$ cat src/rtl/xlat_pkg.sv
package xlat_pkg;

    localparam int OFF_SMALL = 12;
    localparam int OFF_LARGE = 16;
    localparam logic [1:0] ATTR_WB = 2'b01;

    typedef enum logic [1:0] {
        SRC_L1    = 2'd0,
        SRC_L2    = 2'd1,
        SRC_WALK  = 2'd2,
        SRC_FAULT = 2'd3
    } src_t;

    typedef enum logic [2:0] {
        ST_IDLE,
        ST_L1_ASK,
        ST_L1_WAIT,
        ST_L2_ASK,
        ST_L2_WAIT,
        ST_WK_ASK,
        ST_WK_WAIT,
        ST_RESP
    } seq_state_t;

    typedef struct packed {
        logic       mmu_en;
        logic [1:0] walk_off;
        logic       gran64;
        logic [1:0] attr;
    } xlat_cfg_t;

    function automatic logic attr_is_wb(input logic [1:0] attr);
        return attr == ATTR_WB;
    endfunction

endpackage

$ cat src/rtl/xlat_key_unit.sv
module xlat_key_unit
    import xlat_pkg::*;
#(
    parameter int VA_W = 64,
    parameter int PA_W = 48
) (
    input  logic [VA_W-1:0] va,
    input  logic            gran64,
    output logic [VA_W-1:0] page_va,
    output logic [PA_W-1:0] off_mask
);

    logic [VA_W-1:0] va_mask;

    for (genvar i = 0; i < VA_W; i++) begin : g_mask
        if (i < OFF_SMALL) begin : g_always
            assign va_mask[i] = 1'b1;
        end else if (i < OFF_LARGE) begin : g_large
            assign va_mask[i] = gran64;
        end else begin : g_never
            assign va_mask[i] = 1'b0;
        end
    end

    assign page_va  = va & ~va_mask;
    assign off_mask = va_mask[PA_W-1:0];

endmodule

$ cat src/rtl/xlat_walk_route.sv
module xlat_walk_route
    import xlat_pkg::*;
(
    input  logic      va_top,
    input  xlat_cfg_t cfg,
    output logic      base_sel,
    output logic      walk_ok,
    output logic      to_cache
);

    assign base_sel = va_top;
    assign walk_ok  = cfg.mmu_en && !cfg.walk_off[base_sel];
    assign to_cache = attr_is_wb(cfg.attr);

endmodule

$ cat src/rtl/xlat_seq_fsm.sv
module xlat_seq_fsm
    import xlat_pkg::*;
#(
    parameter int VA_W   = 64,
    parameter int PA_W   = 48,
    parameter int ASID_W = 16,
    parameter int VMID_W = 16
) (
    input  logic              clk,
    input  logic              rst,
    input  logic              req_valid,
    output logic              req_ready,
    input  logic [VA_W-1:0]   req_va,
    input  logic [ASID_W-1:0] req_asid,
    input  logic [VMID_W-1:0] req_vmid,
    input  logic              req_space,
    input  logic              req_instr,
    input  xlat_cfg_t         req_cfg,
    output logic [VA_W-1:0]   cap_va,
    output logic [ASID_W-1:0] cap_asid,
    output logic [VMID_W-1:0] cap_vmid,
    output logic              cap_space,
    output xlat_cfg_t         cap_cfg,
    input  logic [PA_W-1:0]   off_mask,
    input  logic              walk_ok,
    output logic              l1i_lk_valid,
    input  logic              l1i_rsp_valid,
    input  logic              l1i_rsp_hit,
    input  logic [PA_W-1:0]   l1i_rsp_pa,
    output logic              l1d_lk_valid,
    input  logic              l1d_rsp_valid,
    input  logic              l1d_rsp_hit,
    input  logic [PA_W-1:0]   l1d_rsp_pa,
    output logic              l2_lk_valid,
    input  logic              l2_rsp_valid,
    input  logic              l2_rsp_hit,
    input  logic [PA_W-1:0]   l2_rsp_pa,
    output logic              walk_req_valid,
    input  logic              walk_rsp_valid,
    input  logic [PA_W-1:0]   walk_rsp_pa,
    output logic              rsp_valid,
    input  logic              rsp_ready,
    output logic [PA_W-1:0]   rsp_pa,
    output logic [1:0]        rsp_src,
    output logic              rsp_bypass
);

    seq_state_t      state;
    logic            cap_instr;
    logic [PA_W-1:0] res_pa;
    src_t            src_q;
    logic            byp_q;

    logic            l1_valid;
    logic            l1_hit;
    logic [PA_W-1:0] l1_pa;
    logic [PA_W-1:0] l1_merged;
    logic [PA_W-1:0] l2_merged;
    logic [PA_W-1:0] wk_merged;
    logic [PA_W-1:0] va_off;

    always_comb begin
        l1_valid  = cap_instr ? l1i_rsp_valid : l1d_rsp_valid;
        l1_hit    = cap_instr ? l1i_rsp_hit   : l1d_rsp_hit;
        l1_pa     = cap_instr ? l1i_rsp_pa    : l1d_rsp_pa;
        va_off    = cap_va[PA_W-1:0] & off_mask;
        l1_merged = (l1_pa       & ~off_mask) | va_off;
        l2_merged = (l2_rsp_pa   & ~off_mask) | va_off;
        wk_merged = (walk_rsp_pa & ~off_mask) | va_off;
    end

    always_ff @(posedge clk) begin
        if (rst) begin
            state     <= ST_IDLE;
            cap_va    <= '0;
            cap_asid  <= '0;
            cap_vmid  <= '0;
            cap_space <= 1'b0;
            cap_instr <= 1'b0;
            cap_cfg   <= '0;
            res_pa    <= '0;
            src_q     <= SRC_L1;
            byp_q     <= 1'b0;
        end else begin
            unique case (state)
                ST_IDLE: begin
                    if (req_valid) begin
                        cap_va    <= req_va;
                        cap_asid  <= req_asid;
                        cap_vmid  <= req_vmid;
                        cap_space <= req_space;
                        cap_instr <= req_instr;
                        cap_cfg   <= req_cfg;
                        if (!req_cfg.mmu_en) begin
                            res_pa <= req_va[PA_W-1:0];
                            src_q  <= SRC_L1;
                            byp_q  <= 1'b1;
                            state  <= ST_RESP;
                        end else begin
                            byp_q  <= 1'b0;
                            state  <= ST_L1_ASK;
                        end
                    end
                end
                ST_L1_ASK: state <= ST_L1_WAIT;
                ST_L1_WAIT: begin
                    if (l1_valid) begin
                        if (l1_hit) begin
                            res_pa <= l1_merged;
                            src_q  <= SRC_L1;
                            state  <= ST_RESP;
                        end else begin
                            state  <= ST_L2_ASK;
                        end
                    end
                end
                ST_L2_ASK: state <= ST_L2_WAIT;
                ST_L2_WAIT: begin
                    if (l2_rsp_valid) begin
                        if (l2_rsp_hit) begin
                            res_pa <= l2_merged;
                            src_q  <= SRC_L2;
                            state  <= ST_RESP;
                        end else if (walk_ok) begin
                            state  <= ST_WK_ASK;
                        end else begin
                            res_pa <= '0;
                            src_q  <= SRC_FAULT;
                            state  <= ST_RESP;
                        end
                    end
                end
                ST_WK_ASK: state <= ST_WK_WAIT;
                ST_WK_WAIT: begin
                    if (walk_rsp_valid) begin
                        res_pa <= wk_merged;
                        src_q  <= SRC_WALK;
                        state  <= ST_RESP;
                    end
                end
                ST_RESP: begin
                    if (rsp_ready) state <= ST_IDLE;
                end
                default: state <= ST_IDLE;
            endcase
        end
    end

    assign req_ready      = (state == ST_IDLE);
    assign l1i_lk_valid   = (state == ST_L1_ASK) &&  cap_instr;
    assign l1d_lk_valid   = (state == ST_L1_ASK) && !cap_instr;
    assign l2_lk_valid    = (state == ST_L2_ASK);
    assign walk_req_valid = (state == ST_WK_ASK);
    assign rsp_valid      = (state == ST_RESP);
    assign rsp_pa         = res_pa;
    assign rsp_src        = src_q;
    assign rsp_bypass     = byp_q;

    // first-level lookup directly follows acceptance
    assert_l1_first_R1: assert property (@(posedge clk) disable iff (rst)
        (l1i_lk_valid || l1d_lk_valid) |-> $past(req_valid && req_ready));

    // second-level lookup only after a first-level miss
    assert_l2_after_miss_R2: assert property (@(posedge clk) disable iff (rst)
        l2_lk_valid |-> $past(l1_valid && !l1_hit));

    // walk only after a second-level miss with translation on
    assert_walk_after_miss_R4: assert property (@(posedge clk) disable iff (rst)
        walk_req_valid |-> ($past(l2_rsp_valid && !l2_rsp_hit) && cap_cfg.mmu_en));

    // bypass answer rises one cycle after acceptance
    assert_bypass_latency_R8: assert property (@(posedge clk) disable iff (rst)
        ($rose(rsp_valid) && rsp_bypass) |-> $past(req_valid && req_ready));

    // at most one lookup active, one request outstanding, response held
    assert_single_lookup_R9: assert property (@(posedge clk) disable iff (rst)
        $onehot0({l1i_lk_valid, l1d_lk_valid, l2_lk_valid, walk_req_valid}));

    assert_one_outstanding_R9: assert property (@(posedge clk) disable iff (rst)
        !(req_ready && rsp_valid));

    assert_rsp_hold_R9: assert property (@(posedge clk) disable iff (rst)
        (rsp_valid && !rsp_ready) |=> (rsp_valid && $stable(rsp_pa) && $stable(rsp_src)));

endmodule

$ cat src/rtl/xlat_lookup_seq.sv
module xlat_lookup_seq
    import xlat_pkg::*;
#(
    parameter int VA_W   = 64,
    parameter int PA_W   = 48,
    parameter int ASID_W = 16,
    parameter int VMID_W = 16
) (
    input  logic              clk,
    input  logic              rst,
    input  logic              req_valid,
    output logic              req_ready,
    input  logic [VA_W-1:0]   req_va,
    input  logic [ASID_W-1:0] req_asid,
    input  logic [VMID_W-1:0] req_vmid,
    input  logic              req_space,
    input  logic              req_instr,
    input  logic              cfg_mmu_en,
    input  logic [1:0]        cfg_walk_off,
    input  logic              cfg_gran64,
    input  logic [1:0]        cfg_tbl_attr,
    output logic [VA_W-1:0]   lk_va,
    output logic [ASID_W-1:0] lk_asid,
    output logic [VMID_W-1:0] lk_vmid,
    output logic              lk_space,
    output logic              l1i_lk_valid,
    input  logic              l1i_rsp_valid,
    input  logic              l1i_rsp_hit,
    input  logic [PA_W-1:0]   l1i_rsp_pa,
    output logic              l1d_lk_valid,
    input  logic              l1d_rsp_valid,
    input  logic              l1d_rsp_hit,
    input  logic [PA_W-1:0]   l1d_rsp_pa,
    output logic              l2_lk_valid,
    input  logic              l2_rsp_valid,
    input  logic              l2_rsp_hit,
    input  logic [PA_W-1:0]   l2_rsp_pa,
    output logic              walk_req_valid,
    output logic              walk_base,
    output logic              walk_to_cache,
    input  logic              walk_rsp_valid,
    input  logic [PA_W-1:0]   walk_rsp_pa,
    output logic              rsp_valid,
    input  logic              rsp_ready,
    output logic [PA_W-1:0]   rsp_pa,
    output logic [1:0]        rsp_src,
    output logic              rsp_bypass
);

    xlat_cfg_t       req_cfg;
    xlat_cfg_t       cap_cfg;
    logic [VA_W-1:0] cap_va;
    logic [PA_W-1:0] off_mask;
    logic            walk_ok;

    assign req_cfg = '{mmu_en: cfg_mmu_en, walk_off: cfg_walk_off,
                       gran64: cfg_gran64, attr: cfg_tbl_attr};

    xlat_seq_fsm #(
        .VA_W(VA_W), .PA_W(PA_W), .ASID_W(ASID_W), .VMID_W(VMID_W)
    ) u_fsm (
        .clk(clk), .rst(rst),
        .req_valid(req_valid), .req_ready(req_ready),
        .req_va(req_va), .req_asid(req_asid), .req_vmid(req_vmid),
        .req_space(req_space), .req_instr(req_instr), .req_cfg(req_cfg),
        .cap_va(cap_va), .cap_asid(lk_asid), .cap_vmid(lk_vmid),
        .cap_space(lk_space), .cap_cfg(cap_cfg),
        .off_mask(off_mask), .walk_ok(walk_ok),
        .l1i_lk_valid(l1i_lk_valid), .l1i_rsp_valid(l1i_rsp_valid),
        .l1i_rsp_hit(l1i_rsp_hit), .l1i_rsp_pa(l1i_rsp_pa),
        .l1d_lk_valid(l1d_lk_valid), .l1d_rsp_valid(l1d_rsp_valid),
        .l1d_rsp_hit(l1d_rsp_hit), .l1d_rsp_pa(l1d_rsp_pa),
        .l2_lk_valid(l2_lk_valid), .l2_rsp_valid(l2_rsp_valid),
        .l2_rsp_hit(l2_rsp_hit), .l2_rsp_pa(l2_rsp_pa),
        .walk_req_valid(walk_req_valid), .walk_rsp_valid(walk_rsp_valid),
        .walk_rsp_pa(walk_rsp_pa),
        .rsp_valid(rsp_valid), .rsp_ready(rsp_ready), .rsp_pa(rsp_pa),
        .rsp_src(rsp_src), .rsp_bypass(rsp_bypass)
    );

    xlat_key_unit #(.VA_W(VA_W), .PA_W(PA_W)) u_key (
        .va(cap_va), .gran64(cap_cfg.gran64),
        .page_va(lk_va), .off_mask(off_mask)
    );

    xlat_walk_route u_route (
        .va_top(cap_va[VA_W-1]), .cfg(cap_cfg),
        .base_sel(walk_base), .walk_ok(walk_ok), .to_cache(walk_to_cache)
    );

    // a walk is never issued for a disabled base
    assert_no_walk_disabled_R5: assert property (@(posedge clk) disable iff (rst)
        walk_req_valid |-> !cap_cfg.walk_off[walk_base]);

    // key stays fixed while a lookup is outstanding
    assert_key_stable_R3: assert property (@(posedge clk) disable iff (rst)
        (!req_ready && !$past(req_ready)) |-> ($stable(lk_va) && $stable(lk_asid)
                                               && $stable(lk_vmid) && $stable(lk_space)));

endmodule

$ cat config.mk
export PLATFORM = sky130hd
export DESIGN_NAME = xlat_lookup_seq
export DESIGN_NICKNAME = d
export VERILOG_FILES = /design/src/rtl/xlat_pkg.sv /design/src/rtl/xlat_key_unit.sv /design/src/rtl/xlat_walk_route.sv /design/src/rtl/xlat_seq_fsm.sv /design/src/rtl/xlat_lookup_seq.sv
export SDC_FILE = /design/constraint.sdc
export NUM_CORES = 1
export LEC_CHECK = 0
export ABC_AREA = 1
export BUFFER_PORTS_ARGS = -buffer_cell sky130_fd_sc_hd__buf_2
export CORE_AREA = 2 2 178 180
export CTS_CLUSTER_SIZE = 25
export DETAILED_ROUTE_END_ITERATION = 7
export DIE_AREA = 0 0 180 182
export GPL_TIMING_DRIVEN = 0
export PLACE_DENSITY_LB_ADDON = 0.3
export SKIP_LAST_GASP = 1
export SLEW_MARGIN = 5
export SYNTH_ARGS = -nofsm -noshare
export SYNTH_HDL_FRONTEND = slang
export SYNTH_SLANG_ARGS = --single-unit
export TNS_END_PERCENT = 30
$ cat constraint.sdc
create_clock -name clk -period 4.2 [get_ports clk]
set_clock_uncertainty 0.15 [all_clocks]
set_input_delay 0.84 -clock clk [delete_from_list [all_inputs] [get_ports clk]]
set_output_delay 0.84 -clock clk [all_outputs]
set_load 0.005 [all_outputs]
==> results of run 1 <==
kinds of logic after synthesis:
family          after synthesis  synth area share (%)
buf+inv                     244                  14.8
compound gates              153                  9.48
flops                       158                  38.9
simple gates                751                  36.8
other cells                   1                0.0461
cells in the mapped netlist:
library cell    n  area [sq um]
nor2_2          4          25.0
inv_2           6          22.5
nor2_4          1          11.3
o21ai_0       117           586
buf_6           1          11.3
clkbuf_1       41           154
o21ai_2         1          8.76
o211ai_1        1          7.51
inv_1          97           364
or2_2           1          6.26
conb_1          1          3.75
buf_1           6          22.5
buf_4          66           495
nand4_1        24           150
buf_2          27           135
nor2_1        285          1070
nor3_1          1          5.00
a21oi_1        34           170
dfxtp_1       158          3160
nand2_1       357          1340
nand3_1        78           390
routing by layer:
layer  GRT usage [%]  vias to the layer above  share of wire [%]
met5               0                        -              0.093
met4            6.24                        4                1.8
met3            4.63                       39                6.8
met2            34.6                      356                 47
met1            27.6                     4427                 45
li1                -                     4846                  -
placed cells by master (no fill, tap or decap), drive strengths merged, types with 5 or more instances in the layout:
master  synthesis  layout
nand2         357     357
nand3          78      78
inv           103     105
o21ai         118     118
clkbuf         41      58
conb            1      12
clkinv          0       5
nor2          290     290
nand4          24      24
dfxtp         158     158
buf           100     501
a21oi          34      34
how the worst min path moves through the flow:
stage	start	to	slack [ns]	cells past startpoint
2_1_floorplan	u_fsm.cap_va[10]	u_fsm.cap_va[10]	0.27	2
3_3_place_gp	u_fsm.cap_va[1]	u_fsm.cap_va[1]	0.28	2
3_5_place_dp	u_fsm.cap_va[7]	u_fsm.cap_va[7]	0.29	2
4_1_cts	u_fsm.cap_va[7]	u_fsm.cap_va[7]	0.30	2
5_1_grt	u_fsm.cap_va[7]	u_fsm.cap_va[7]	0.31	2
6_report	u_fsm.cap_va[7]	u_fsm.cap_va[7]	0.30	2
registers in the layout, summed over array words and instances, names as in the netlist:
signal	cells
u_fsm.rsp_src	2
u_fsm.cap_asid	16
u_fsm.rsp_bypass	1
u_fsm.cap_instr	1
u_fsm.cap_vmid	16
u_fsm.state	3
u_fsm.cap_space	1
u_fsm.cap_cfg	6
u_fsm.rsp_pa	48
u_fsm.cap_va	64
metrics by stage:
step / cell area (sq um) / util [%] / instances
final: 11300 / 36.5 / 2156
after global placement: 10700 / 34.5 / 2121
after global routing: 11300 / 36.5 / 2155
after detailed placement: 10700 / 34.5 / 2121
after floorplan: 8180 / - / 1318
after CTS: 11300 / 36.5 / 2152
where the power goes:
group	switching (mW)	total [mW]	internal [mW]	leakage (nW)
combinational	2.42	3.82	1.40	4.68
clock	0.675	1.67	0.994	0.296
sequential	0.236	2.23	1.99	1.30
total	3.33	7.72	4.38	6.28
worst reg2reg max path, delay by kind of cell, from the launching register on:
kind / cells / cell delay [ns]
flip-flops: 1 / 0.50
AND/OR/NAND/NOR: 5 / 0.64
buffers and inverters: 3 / 1.09
final cells by class:
class / instances / area share (%)
Clock buffer: 17 / 3.76
Antenna cell: 4 / 0.0884
Multi-Input combinational cell: 916 / 33.7
Buffer: 141 / 7.23
Sequential cell: 158 / 27.9
Clock inverter: 14 / 1.70
Inverter: 103 / 3.42
Tap cell: 402 / 4.44
Timing Repair Buffer: 401 / 17.7
==> flow_results.org, run 1 <==
** Synthesis
- During synthesis, Yosys emitted a total of 0 warnings.
- Number of instances in the synthesized netlist :: ~1,300
- Averaged over all synthesized cells, the footprint is around 6.2 sq um.
- Number of distinct library cell variants in the gate-level netlist after synthesis :: 21
- The synthesized design contains 158 register bits.
- After synthesis the cells add up to about 8000 sq um.
- For this run, the register share of the synthesized area comes to between 30% and 40%.

** Place
- Last weighted congestion value of the routability-driven placer :: between 0.9 and 1
- HPWL after DPL :: 28.2 mm
- Prior to clock tree synthesis, the placed netlist has a worst setup slack of roughly 1.4 ns.
- Port buffering added 401 buffers.

** Floorplanning
- Starting utilization of the core area :: roughly a quarter
- Die Y :: between 150 and 200 um
- Full die area :: about 33,000 sq um
- about 460 I/O pins were placed.
- Die span in x :: roughly 180 um
- Number of core rows :: between 60 and 70
- The floorplan step defined a core boundary enclosing 31,000 sq um.

** Layout
- Ratio of cells with drive above 1 in the final layout :: a little under a third
- The filler cells instantiated in the layout total around 3,500.
- Across the whole layout, storage elements account for approximately 3200 sq um.
- Relative area change from synthesis to final layout :: 39.1%
- Number of nets in the final layout :: between 2,000 and 2,500
- Footprint of the multi-input gates :: about 3800 sq um

** Timing
- Unrepaired setup endpoints after global routing :: no
- Share of the clock period used by the worst path after layout :: roughly three quarters
- Final slew viol count :: 0
- Worst-Margin Slew :: approximately 0.74 ns
- Remaining max-slew budget at the tightest pin :: between 50% and 60%
- Peak Freq :: just over 300 MHz
- Hold is met by roughly 0.30 ns.
- Adding up every negative setup slack in the final design gives 0 ns.
- The routed design could run at a clock period as short as 3.21 ns.
- The count of endpoints failing hold in the final timing report was 0.
- Across all setup checks in the final design, the least slack found is 0.985 ns.
- Setup Viol. Count Final :: 0

** Outcome
- Result of the run :: finished, final reports clean

** CTS
- Total setup buffers inserted after CTS :: 0
- Once the clock tree was built, the resizer swapped 0 gates to a different size.
- TritonCTS clock tree :: yes
- Post-cts hold buffer count :: 0
- H-Tree Level Count :: 4
- CTS sink cnt :: between 150 and 200
- Clock tree synthesis selected as its root buffer the cell clkbuf_16.
- Clock-pin slew was measured on the worst setup and hold paths at ~0.070 ns.
- Buffer levels on the longest clock path :: 2
- Number of buffers created by CTS :: 17
- The clock reaches the later pin of the worst-skew pair after between 0.4 and 0.5 ns.

** Critical path
- Walking the worst path, the cells encountered are inv_1 -> clkbuf_1 -> buf_1 -> nor2_1 -> buf_2.
- STA puts the critical path data required time at ~3.2 ns.
- Startpoint type of the worst setup path :: register
- Critical R2R Capture :: u_fsm.cap_asid[12]
- CP max FO :: 10
- Family with the most delay on the worst path :: buffers and inverters
- Together, buffers and inverters on the worst path number 4.
- By startpoint and endpoint, the worst setup path is classified as register to output pin.
- Data arrives at the worst endpoint at ~2.2 ns.
- Length in cells of the worst reg-to-reg path :: 8
- Largest stage delay on the critical path :: 0.55 ns
- Counting buffers and inverters, the worst setup path is 5 cells deep.
- The critical path ends at l1i_lk_valid.
- The largest individual stage delay along the critical path comes from the cell clkbuf_1.
- Across all register-to-register paths, the minimum setup slack is 1.76 ns.
- Startpoint of the worst setup timing path :: u_fsm.cap_instr
- The worst register-to-register path begins at u_fsm.state[0].
- The worst setup path is captured at an output pin.

** GRT
- Antenna violations before repair :: 6
- The total overflow left after global routing is 0.
- All-layer global routing usage :: 21.0%
- Maximum number of pins on one net before global-route repair :: 17
- Number of global-route vias before repair :: between 9,000 and 10,000
- Global-route wire length before repair :: between 50 and 60 mm

** Routing
- Violation count after the first detailed-routing iteration :: 579
- Final ANT Viol Nets :: 0
- Via count :: 9,672
- Average via count per standard cell :: about 4.5
- Number of remaining DRC errors :: 0
- Number of optimization iterations in the first detailed-route pass :: 8
- Sum of routed wire length over all layers :: about 35 mm
- Dividing the detail-routed wire length by the instance count gives approximately 16 um.

** Pwr
- VDD IR max :: around 0.00029 V
- P per Cell Area :: 682 nW/um^2
- After layout, the design draws a total of between 7 and 8 mW.
- Leakage power :: roughly 6.3 nW

** Job
- The tool flagged a number of max-cap violations equal to 0.

** Hold path
- Hold/Removal Path Class :: register to register
(Power assumes the default switching activity.)
==> run 2, diff against run 1 <==
==> constraint.sdc (replaced) <==
create_clock -name clk -period 3 [get_ports clk]
set_clock_uncertainty 0.15 [all_clocks]
set_input_delay 0.6 -clock clk [delete_from_list [all_inputs] [get_ports clk]]
set_output_delay 0.6 -clock clk [all_outputs]
set_load 0.005 [all_outputs]
==> run 2 against run 1 <==
- sequential share of layout area about the same
- critical path type unchanged
- critical path depth fell by 1
- worst setup slack got worse by 0.76 ns
- first-iteration DRC count is 1.6% lower
- worst hold slack worse by 0.11 ns
- final cell count barely moved
- global-route usage did not move
- combinational power rose by 40%
- largest cell class unchanged
- sequential power up 40%
- clock-buffer cell count stayed put
- die area did not move
==> flow_results.org, run 2 (synthesis gave the netlist of run 1 again) <==
** Layout
- Most used cells in the layout excluding fill and tap cells :: buf_2, nand2_1, nor2_1, dfxtp_1, o21ai_0
- Final non-filler cell total :: about 2,200
- Max reg flops :: 64
- Fill cells in the final layout number ~3,500.
- Ratio of cells with drive above 1 in the final layout :: between 30% and 40%
- The library cell used most frequently in the layout, excluding fill and tap cells, is buf_2.
- Relative area change from synthesis to final layout :: 39.0%
- The register with the most flip-flops in the final layout is u_fsm.cap_va.
- For this run, the post-layout net count is slightly above 2,000.
- Final standard cell utilization of the core :: a little over a third

** GRT
- Number of global-route vias before repair :: slightly above 9,000
- Entering global routing, the biggest net connects 17 pins.
- The first global-routing pass estimated between 50 and 60 mm of wire.
- Total congestion overflow :: 0
- The initial antenna violation count was 6.
- All-layer global routing usage :: 21.0%

** Place
- The count of buffers added on input and output ports is between 400 and 500.
- Cells after DPL :: roughly 2,100
- Last weighted congestion value of the routability-driven placer :: a little over 0.9
- After legalization and detailed placement, the total HPWL measured 28.2 mm.

** Critical path
- Counting cells, the worst reg-to-reg path comes to 8.
- CP max FO :: 10
- The critical path in this run is classified as register to output pin.
- Worst Setup End Kind :: output pin
- Data arrives at the worst endpoint at 2.02 ns.
- Crit path required time :: about 2.3 ns
- STA classifies the critical path startpoint as a register.

** CTS
- The number of hold buffers added after CTS was 0.
- At the later pin of the worst-skew pair, clock insertion delay measures roughly 0.43 ns.
- Clock transition at the register clock pins on the worst setup and hold paths after CTS :: about 0.070 ns
- The clock passes through at most 2 buffers.
- Clock root buffer :: clkbuf_16
- CTS sink cnt :: around 160
- Number of buffers created by CTS :: 17
- # resized after CTS :: 0
- The H-tree was split into 4 levels.
- TritonCTS clock tree :: yes
- Total setup buffers inserted after CTS :: 0

** Pwr
- VDD sags by at most roughly 0.00041 V.
- The internal power of the cells totals a little over 6 mW.
- Part of the total power dissipated in the clock network :: a little over a fifth
- Sequential power share :: approximately 29%
- Power share of the combinational group :: 49.5%
- The analysis attributes to net switching a power of 4.68 mW.
- Of the total power, the share spent switching nets is 43.2%.
- The analysis attributes to cell leakage a power of around 6.3 nW.
- For this design the ratio of total power to cell area is about 960 nW/um^2.

** Timing
- Share of the clock period used by the worst path after layout :: a little over 90%
- The total count of max-transition violations in the final report came to 0.
- At the pin with the least slew margin, the transition time is between 0.7 and 0.8 ns.
- Setup Viol. Count Final :: 0
- Final TNS setup :: 0 ns
- On the final layout, the worst hold slack is 0.193 ns.
- For the finished layout, the period the worst path requires is 2.77 ns.
- Remaining max-slew budget at the tightest pin :: around 50%
- For this run, the top clock speed supported by timing is 361 MHz.
- Setup repair after global routing left no endpoint under its margin.
- Final hold violation count :: 0

** Routing
- Violation count after the first detailed-routing iteration :: 570
- DR WL/cell :: around 16 um
- Sum of routed wire length over all layers :: around 35 mm
- For this block, the via count after detailed routing is approximately 9,700.
- Number of remaining DRC errors :: 0
- Number of optimization iterations in the first detailed-route pass :: 7
- Final ANT Viol Nets :: 0
- Using the TritonRoute via totals, the vias-per-cell ratio works out to between 4 and 5.

** Floorplanning
- Once the floorplan was initialized, standard cells occupied 26.3% of the core.
- The die covers around 33,000 sq um.
- The core region is slightly above 30,000 sq um.
- Number of core rows :: 65
- Die span in x :: 180 um
- between 400 and 500 I/O pins were placed.
- Die Y :: 182 um

** Job
- MaxCap Viol Count :: 0

** Hold path
- Hold/Removal Path Class :: primary input to register
- The worst hold path was traced through 2 stages.

** Outcome
- The run finished with clean final reports.
==> run 2: power by group through the flow <==
stage               Sequential (mW)  Combinational [mW]  Clock, mW
finish                         3.12                5.35       2.34
global placement               3.13                5.35          0
floorplan                      3.14                3.29          0
global route                   3.20                6.05       2.49
CTS                            3.12                5.40       2.41
detailed placement             3.15                5.37          0
==> run 2: worst paths after layout <==
kind | slack, ns | end | start
max reg2reg | 0.54 | u_fsm.cap_asid[12] | u_fsm.state[0]
max | 0.23 | l1d_lk_valid | u_fsm.cap_instr
min | 0.19 | u_fsm.rsp_bypass | rst
min reg2reg | 0.30 | u_fsm.cap_va[6] | u_fsm.cap_va[6]
==> run 2: final cells by class <==
| class | count | area, sq um | share of cell area [%] |
|---|---|---|---|
| clock inverters | 14 | 193 | 1.70 |
| flip-flops and latches | 158 | 3160 | 27.9 |
| diodes | 4 | 10.0 | 0.0884 |
| repair buffers | 401 | 2010 | 17.7 |
| plain buffers | 140 | 815 | 7.20 |
| clock buffers | 17 | 425 | 3.76 |
| inverters | 103 | 387 | 3.42 |
| multi-input cells | 916 | 3810 | 33.7 |
| well taps | 402 | 503 | 4.44 |
==> run 2: worst max-delay path, cell delays in order, from the launching register on <==
cell	delay (ns)
dfxtp_1	0.38
clkbuf_1	0.56
buf_1	0.40
nor2_1	0.10
buf_2	0.14
==> run 2: per-stage QoR <==
step	setup slack (ns)	power, mW	cell area, sq um
after floorplan	1.09	6.42	8180
after global placement	0.449	8.49	10700
after detailed placement	0.421	8.52	10700
after CTS	0.175	10.9	11300
after global routing	0.0721	11.7	11300
final	0.228	10.8	11300
==> run 2: routing by layer <==
metal / up-vias / global-route usage, % / routed length, um
met1: 4431 / 27.6 / 15700
met3: 41 / 4.63 / 2450
met5: - / 0 / 33
met2: 343 / 34.6 / 16500
li1: 4842 / - / -
met4: 4 / 6.24 / 639
